`src/rtl/steer_pkg.sv`:
```
package steer_pkg;

  typedef enum logic [1:0] {
    OP_READ    = 2'd0,
    OP_UWRITE  = 2'd1,
    OP_MCWRITE = 2'd2,
    OP_RMW     = 2'd3
  } op_e;

  typedef enum logic [3:0] {
    S_IDLE,
    S_ACQ,
    S_SELRD,
    S_SELWR,
    S_ACC,
    S_RESTORE,
    S_MCSEL,
    S_MCACC,
    S_REL,
    S_DONE
  } state_e;

  // bus address source
  typedef enum logic [1:0] {
    A_SEM,
    A_SEL,
    A_TGT
  } asel_e;

  // bus write-data source
  typedef enum logic [2:0] {
    D_SEMFREE,
    D_STEER,
    D_RESTORE,
    D_MCONLY,
    D_TGTDATA,
    D_MCDATA
  } wsel_e;

  typedef struct packed {
    logic  capReq;
    logic  capOld;
    logic  capRd;
    logic  setTmo;
    asel_e addrSel;
    wsel_e dataSel;
  } strobe_t;

endpackage

```
`src/rtl/steer_ctrl.sv`:
```
module steer_ctrl
  import steer_pkg::*;
#(
  parameter int POLL_LIMIT = 16
) (
  input  logic    clk,
  input  logic    rstN,
  input  logic    reqValid,
  input  op_e     reqOp,
  input  logic    legacyIn,
  input  op_e     curOp,
  input  logic    curLegacy,
  input  logic    busReady,
  input  logic    semGranted,
  output logic    busValid,
  output logic    busWrite,
  output logic    busy,
  output logic    done,
  output strobe_t stb
);

  localparam int CNT_W = $clog2(POLL_LIMIT + 1);
  localparam logic [CNT_W-1:0] CNT_LAST = CNT_W'(POLL_LIMIT - 1);
  localparam logic [CNT_W-1:0] CNT_MAX  = CNT_W'(POLL_LIMIT);

  state_e state, nextState;
  logic [CNT_W-1:0] pollCnt;

  // first state once ownership is settled
  function automatic state_e firstStep(op_e op, logic leg);
    if (op == OP_MCWRITE) return leg ? S_MCACC : S_MCSEL;
    return leg ? S_SELRD : S_SELWR;
  endfunction

  always_comb begin
    nextState   = state;
    stb         = '0;
    stb.addrSel = A_TGT;
    stb.dataSel = D_TGTDATA;
    busValid    = 1'b0;
    busWrite    = 1'b0;
    unique case (state)
      S_IDLE: begin
        if (reqValid) begin
          stb.capReq = 1'b1;
          nextState  = legacyIn ? firstStep(reqOp, 1'b1) : S_ACQ;
        end
      end
      S_ACQ: begin
        busValid    = 1'b1;
        stb.addrSel = A_SEM;
        if (busReady) begin
          if (semGranted) begin
            nextState = firstStep(curOp, curLegacy);
          end else if (pollCnt >= CNT_LAST) begin
            stb.setTmo = 1'b1;
            nextState  = firstStep(curOp, curLegacy);
          end
        end
      end
      S_SELRD: begin
        busValid    = 1'b1;
        stb.addrSel = A_SEL;
        if (busReady) begin
          stb.capOld = 1'b1;
          nextState  = S_SELWR;
        end
      end
      S_SELWR: begin
        busValid    = 1'b1;
        busWrite    = 1'b1;
        stb.addrSel = A_SEL;
        stb.dataSel = D_STEER;
        if (busReady) nextState = S_ACC;
      end
      S_ACC: begin
        busValid = 1'b1;
        busWrite = (curOp == OP_UWRITE);
        if (busReady) begin
          stb.capRd = (curOp != OP_UWRITE);
          if (curLegacy || curOp == OP_UWRITE) nextState = S_RESTORE;
          else if (curOp == OP_RMW)            nextState = S_MCSEL;
          else                                 nextState = S_REL;
        end
      end
      S_RESTORE: begin
        busValid    = 1'b1;
        busWrite    = 1'b1;
        stb.addrSel = A_SEL;
        stb.dataSel = D_RESTORE;
        if (busReady) begin
          if (curOp == OP_RMW) nextState = curLegacy ? S_MCACC : S_MCSEL;
          else                 nextState = curLegacy ? S_DONE : S_REL;
        end
      end
      S_MCSEL: begin
        busValid    = 1'b1;
        busWrite    = 1'b1;
        stb.addrSel = A_SEL;
        stb.dataSel = D_MCONLY;
        if (busReady) nextState = S_MCACC;
      end
      S_MCACC: begin
        busValid    = 1'b1;
        busWrite    = 1'b1;
        stb.dataSel = D_MCDATA;
        if (busReady) nextState = curLegacy ? S_DONE : S_REL;
      end
      S_REL: begin
        busValid    = 1'b1;
        busWrite    = 1'b1;
        stb.addrSel = A_SEM;
        stb.dataSel = D_SEMFREE;
        if (busReady) nextState = S_DONE;
      end
      S_DONE:  nextState = S_IDLE;
      default: nextState = S_IDLE;
    endcase
  end

  always_ff @(posedge clk) begin
    if (!rstN) begin
      state   <= S_IDLE;
      pollCnt <= '0;
    end else begin
      state <= nextState;
      if (stb.capReq)                               pollCnt <= '0;
      else if (state == S_ACQ && pollCnt != CNT_MAX) pollCnt <= pollCnt + CNT_W'(1);
    end
  end

  assign busy = (state != S_IDLE);
  assign done = (state == S_DONE);

endmodule

```
`src/rtl/steer_dp.sv`:
```
module steer_dp
  import steer_pkg::*;
#(
  parameter int ADDR_W   = 16,
  parameter int DATA_W   = 32,
  parameter int GRP_W    = 4,
  parameter int INST_W   = 4,
  parameter int GRP_LSB  = 8,
  parameter int INST_LSB = 0,
  parameter int MC_BIT   = 16,
  parameter logic [ADDR_W-1:0] SEL_ADDR = 16'h0FD0,
  parameter logic [ADDR_W-1:0] SEM_ADDR = 16'h0FD4
) (
  input  logic              clk,
  input  logic              rstN,
  input  strobe_t           stb,
  input  op_e               reqOp,
  input  logic              legacyIn,
  input  logic [ADDR_W-1:0] reqAddr,
  input  logic [GRP_W-1:0]  reqGroup,
  input  logic [INST_W-1:0] reqInst,
  input  logic [DATA_W-1:0] reqWdata,
  input  logic [DATA_W-1:0] reqClear,
  input  logic [DATA_W-1:0] busRdata,
  output op_e               curOp,
  output logic              curLegacy,
  output logic              semGranted,
  output logic [ADDR_W-1:0] busAddr,
  output logic [DATA_W-1:0] busWdata,
  output logic [DATA_W-1:0] rspData,
  output logic              rspTimeout
);

  localparam logic [DATA_W-1:0] GRP_MASK  = ((DATA_W'(1) << GRP_W) - DATA_W'(1)) << GRP_LSB;
  localparam logic [DATA_W-1:0] INST_MASK = ((DATA_W'(1) << INST_W) - DATA_W'(1)) << INST_LSB;
  localparam logic [DATA_W-1:0] MC_MASK   = DATA_W'(1) << MC_BIT;

  logic [ADDR_W-1:0] tgtAddr;
  logic [GRP_W-1:0]  grp;
  logic [INST_W-1:0] inst;
  logic [DATA_W-1:0] wdata, clrMask, oldSel;
  logic [DATA_W-1:0] steerFields, newSteer, legSteer, mcData;
  logic              isWr;

  always_ff @(posedge clk) begin
    if (!rstN) begin
      curOp      <= OP_READ;
      curLegacy  <= 1'b0;
      tgtAddr    <= '0;
      grp        <= '0;
      inst       <= '0;
      wdata      <= '0;
      clrMask    <= '0;
      oldSel     <= '0;
      rspData    <= '0;
      rspTimeout <= 1'b0;
    end else begin
      if (stb.capReq) begin
        curOp      <= reqOp;
        curLegacy  <= legacyIn;
        tgtAddr    <= reqAddr;
        grp        <= reqGroup;
        inst       <= reqInst;
        wdata      <= reqWdata;
        clrMask    <= reqClear;
        rspData    <= '0;
        rspTimeout <= 1'b0;
      end
      if (stb.capOld) oldSel     <= busRdata;
      if (stb.capRd)  rspData    <= busRdata;
      if (stb.setTmo) rspTimeout <= 1'b1;
    end
  end

  assign isWr        = (curOp == OP_UWRITE);
  assign steerFields = (DATA_W'(grp) << GRP_LSB) | (DATA_W'(inst) << INST_LSB);
  assign newSteer    = steerFields | (isWr ? '0 : MC_MASK);
  assign legSteer    = (oldSel & ~(GRP_MASK | INST_MASK | (isWr ? MC_MASK : '0))) | steerFields;
  assign mcData      = (curOp == OP_RMW) ? ((rspData & ~clrMask) | wdata) : wdata;
  assign semGranted  = (busRdata == DATA_W'(1));

  always_comb begin
    unique case (stb.addrSel)
      A_SEM:   busAddr = SEM_ADDR;
      A_SEL:   busAddr = SEL_ADDR;
      default: busAddr = tgtAddr;
    endcase
  end

  always_comb begin
    unique case (stb.dataSel)
      D_SEMFREE: busWdata = DATA_W'(1);
      D_STEER:   busWdata = curLegacy ? legSteer : newSteer;
      D_RESTORE: busWdata = curLegacy ? oldSel : MC_MASK;
      D_MCONLY:  busWdata = MC_MASK;
      D_MCDATA:  busWdata = mcData;
      default:   busWdata = wdata;
    endcase
  end

endmodule

```
`src/rtl/steer_seq.sv`:
```
module steer_seq
  import steer_pkg::*;
#(
  parameter int ADDR_W     = 16,
  parameter int DATA_W     = 32,
  parameter int GRP_W      = 4,
  parameter int INST_W     = 4,
  parameter int GRP_LSB    = 8,
  parameter int INST_LSB   = 0,
  parameter int MC_BIT     = 16,
  parameter int POLL_LIMIT = 16,
  parameter logic [ADDR_W-1:0] SEL_ADDR = 16'h0FD0,
  parameter logic [ADDR_W-1:0] SEM_ADDR = 16'h0FD4
) (
  input  logic              clk,
  input  logic              rstN,
  input  logic              legacyMode,
  input  logic              reqValid,
  input  logic [1:0]        reqOp,
  input  logic [ADDR_W-1:0] reqAddr,
  input  logic [GRP_W-1:0]  reqGroup,
  input  logic [INST_W-1:0] reqInst,
  input  logic [DATA_W-1:0] reqWdata,
  input  logic [DATA_W-1:0] reqClear,
  output logic              busy,
  output logic              done,
  output logic [DATA_W-1:0] rspData,
  output logic              rspTimeout,
  output logic              busValid,
  output logic              busWrite,
  output logic [ADDR_W-1:0] busAddr,
  output logic [DATA_W-1:0] busWdata,
  input  logic              busReady,
  input  logic [DATA_W-1:0] busRdata
);

  strobe_t stb;
  op_e     curOp;
  logic    curLegacy;
  logic    semGranted;
  op_e     opIn;

  assign opIn = op_e'(reqOp);

  steer_ctrl #(.POLL_LIMIT(POLL_LIMIT)) i_ctrl (
    .clk       (clk),
    .rstN      (rstN),
    .reqValid  (reqValid),
    .reqOp     (opIn),
    .legacyIn  (legacyMode),
    .curOp     (curOp),
    .curLegacy (curLegacy),
    .busReady  (busReady),
    .semGranted(semGranted),
    .busValid  (busValid),
    .busWrite  (busWrite),
    .busy      (busy),
    .done      (done),
    .stb       (stb)
  );

  steer_dp #(
    .ADDR_W  (ADDR_W),
    .DATA_W  (DATA_W),
    .GRP_W   (GRP_W),
    .INST_W  (INST_W),
    .GRP_LSB (GRP_LSB),
    .INST_LSB(INST_LSB),
    .MC_BIT  (MC_BIT),
    .SEL_ADDR(SEL_ADDR),
    .SEM_ADDR(SEM_ADDR)
  ) i_dp (
    .clk       (clk),
    .rstN      (rstN),
    .stb       (stb),
    .reqOp     (opIn),
    .legacyIn  (legacyMode),
    .reqAddr   (reqAddr),
    .reqGroup  (reqGroup),
    .reqInst   (reqInst),
    .reqWdata  (reqWdata),
    .reqClear  (reqClear),
    .busRdata  (busRdata),
    .curOp     (curOp),
    .curLegacy (curLegacy),
    .semGranted(semGranted),
    .busAddr   (busAddr),
    .busWdata  (busWdata),
    .rspData   (rspData),
    .rspTimeout(rspTimeout)
  );

endmodule

```
`config.mk`:
```
export PLATFORM = sky130hd
export DESIGN_NAME = steer_seq
export DESIGN_NICKNAME = d
export VERILOG_FILES = /design/src/rtl/steer_pkg.sv /design/src/rtl/steer_ctrl.sv /design/src/rtl/steer_dp.sv /design/src/rtl/steer_seq.sv
export SDC_FILE = /design/constraint.sdc
export NUM_CORES = 1
export LEC_CHECK = 0
export ABC_CLOCK_PERIOD_IN_PS = 8600
export BUFFER_PORTS_ARGS = -buffer_cell sky130_fd_sc_hd__buf_2
export CORE_ASPECT_RATIO = 0.75
export CORE_UTILIZATION = 45
export CTS_CLUSTER_SIZE = 10
export DETAILED_ROUTE_END_ITERATION = 7
export PLACE_DENSITY_LB_ADDON = 0.15
export SLEW_MARGIN = 5
export SYNTH_ARGS = -nofsm -noshare
export SYNTH_HDL_FRONTEND = slang
export SYNTH_HIERARCHICAL = 1
export SYNTH_SLANG_ARGS = --single-unit
```
`constraint.sdc`:
```
create_clock -name clk -period 8.6 [get_ports clk]
set_clock_uncertainty 0.1 [all_clocks]
set_input_delay 1.72 -clock clk [delete_from_list [all_inputs] [get_ports clk]]
set_output_delay 1.72 -clock clk [all_outputs]
set_load 0.1 [all_outputs]
```
==> run metrics <==
Final nets 1177; cell taking the most area after synthesis dfxtp_1; slowest stage delay, CP approximately 0.96 ns; PwrDens between 300 and 400 nW/um^2; pre-CTS WS 3.393 ns; Slew HR 22.09%; Arr. time, crit path around 3.9 ns; Critical Path RT between 6 and 7 ns; fmax roughly 0.17 GHz; status finished clean; TritonCTS buffer count 17; PortBufs 211; I/O pin cnt 212; Worst setup SP type flop; cells along the critical path nand2b_1 -> a21oi_1 -> xnor2_1 -> nor3b_4 -> nand2_1 -> a21oi_1 -> buf_2; Synthesized Nets approximately 1000; worst setup margin about 2.9 ns; simple-gate share of the synthesized area between 20 and 30%; DR WL/cell 16.33 um; Synth Warn # 6; post-synthesis sequential area ratio slightly above 40%; ys flop type dfxtp_1; library cells used by synthesis 52; largest net degree at the start of global routing 96; fin crit period 5.715 ns; die footprint 18220 sq um; syn_area_per_cell 9.103 sq um; area of the multi-input gates 4334 sq um; vias in the first global route ~6100; Crit Path Max Fanout 23; register-to-register setup slack around 5 ns; Slowest-stage cell, CP nor3b_4; clk sinks about 170; placer's final routability congestion estimate around 0.90; Post-DP HPWL 14590 um; FF+latch area 3303 sq um; Async SR Flop Fraction 0%; fillers 1582; Syn Std Cell Area 7956 sq um; top cell type's share of synthesized area between 40% and 50%; TNS Setup 0 ns; Max clock buf depth 2; Synth area leaders dfxtp_1 42%, mux2i_1 16%, nor2b_1 13%; top-count cell post-synth dfxtp_1; CTS resizes 0; complex-gate fraction of the synthesized area about a tenth; core region area 17030 sq um; Post-synth top cells 165 x dfxtp_1, 161 x nor2b_1, 125 x mux2i_1, 73 x a21oi_1, 58 x nor3b_1; antenna-violating nets left 0; placement-stage cell area between 9000 and 10000 sq um; Die X 155.5 um; setup violators final 0; RSZ-0062 raised after global routing no; via count about 6600; Post-Synth Adder-Cell Area 0.4718%; peak supply drop roughly 0.25 mV; Max Transition Viols Final 0; Via-to-Cell Ratio 5.112; final wirelength around 21000 um; Starting Density between 40% and 50%; initial antenna violation count 3; grt ovf 0; Post-route DRC 0; XOR/XNOR share of the synthesized area less than 1%; GRT Total Usage about a quarter; CTS H-tree lvls 4; Slew @ Worst Pin ~1.2 ns; Vert. Die Dim around 120 um; 1st-iter DRT viols ~380; layout cells sized above 1 about a quarter; CTS clock-pin slew for the worst setup and hold paths ~0.06 ns; Area growth, synth to finish 21.97%; CP Capture Type output pin; largest family of logic cells by synthesized area simple AND/OR/NAND/NOR gates; Post-synth EDFFs 0; mux share of post-synthesis cell area between 10% and 20%; # rows slightly above 40; Post-CTS Hold Buffers 0; Post-CTS Setup Inserts 0; final period utilization 66.45%; worst-skew pair later-pin latency 0.42 ns; first-pass GRT wire length between 30000 and 40000 um; Mapped Cells slightly below 900; Leak about 3.8 nW; Worst Setup Path Type flop to output pin; Synth Register Bits around 170; CTS tree done; class of the worst hold path flop to flop; Max-cap violations 0; CTS Root Cell clkbuf_16; Finished Cell Area around 9700 sq um; Final Hold Fails 0; Initial DRT Pass Iterations 5; CP most frequent cell a21oi_1
placed cells by master (no fill, tap or decap), types with 9 or more instances in the layout:
master and count:
buf_2 210, nand2_1 36, nor3b_1 58, inv_1 15, mux2i_1 125, clkbuf_16 17, nor2_1 35, buf_4 9
o21ai_0 31, a21oi_1 72, dfxtp_1 165, nand2b_1 15, nor2b_1 161
final cells by class:
cell class                 count  area share, %
multi-input combinational    629          44.66
timing repair buffer         219          11.53
antenna                        3        0.07736
clock inverter                12          1.470
sequential                   165          34.04
inverter                      15         0.5802
tap                          236          3.043
clock buffer                  20          4.603
stage by stage:
step / total power [mW] / std cells / utilization (%) / hold WS, ns
global route: 3.601 / 1296 / 56.94 / 0.4380
floorplan: 2.388 / 874 / - / 0.3731
finish: 3.432 / 1299 / 56.98 / 0.4101
CTS: 3.455 / 1296 / 56.94 / 0.4116
detailed placement: 2.680 / 1264 / 53.47 / 0.3947
global placement: 2.685 / 1264 / 53.47 / 0.3883
final timing paths:
kind                                startpoint                             end  cells past startpoint
hold / removal       i_dp/inst[0]$_SDFFE_PN0P_       i_dp/inst[0]$_SDFFE_PN0P_                      2
hold reg to reg      i_dp/inst[0]$_SDFFE_PN0P_       i_dp/inst[0]$_SDFFE_PN0P_                      2
setup reg to reg  i_ctrl/state[0]$_SDFFE_PN0P_  i_ctrl/pollCnt[4]$_SDFFE_PP0P_                      5
setup / recovery  i_ctrl/state[1]$_SDFFE_PN0P_                     busWdata[4]                      7
routing by layer:
layer  share of wire, %  vias to the layer above  GRT usage (%)  routed length, um
li1                   -                     3359              -                  -
met1                 49                     3085          32.72              10440
met2                 42                      177          34.08               8985
met3                7.3                       20          7.327               1544
met4                1.2                        0          6.732                249
met5                  0                        -              0                  0
where the power goes:
group          total, mW  switching (mW)  internal, mW
clock              0.766           0.325         0.441
combinational       1.66            1.24         0.423
sequential          1.00           0.109         0.896
total               3.43            1.67          1.76
registers in the layout (all words and copies together), names as in the netlist:
register         cells
i_dp/curLegacy       1
i_dp/wdata          32
i_ctrl/pollCnt       5
i_ctrl/state         4
i_dp/curOp           2
i_dp/inst            4
i_dp/clrMask        32
i_dp/grp             4
i_dp/rspData        32
i_dp/tgtAddr        16
i_dp/oldSel         32
i_dp/rspTimeout      1
cell families after synthesis:
logic type | Yosys count
xor+xnor | 6
simple gates | 357
flops | 165
mux | 125
buf+inv | 80
fa+ha+maj | 3
compound gates | 138
critical path, delay by kind of cell, from the launching register on:
family          cells  cell delay (ns)
flops               1             0.73
xor+xnor            1             0.21
buf+inv             1             0.44
simple gates        3             1.32
compound gates      2             0.75
(Power assumes the default switching activity.)
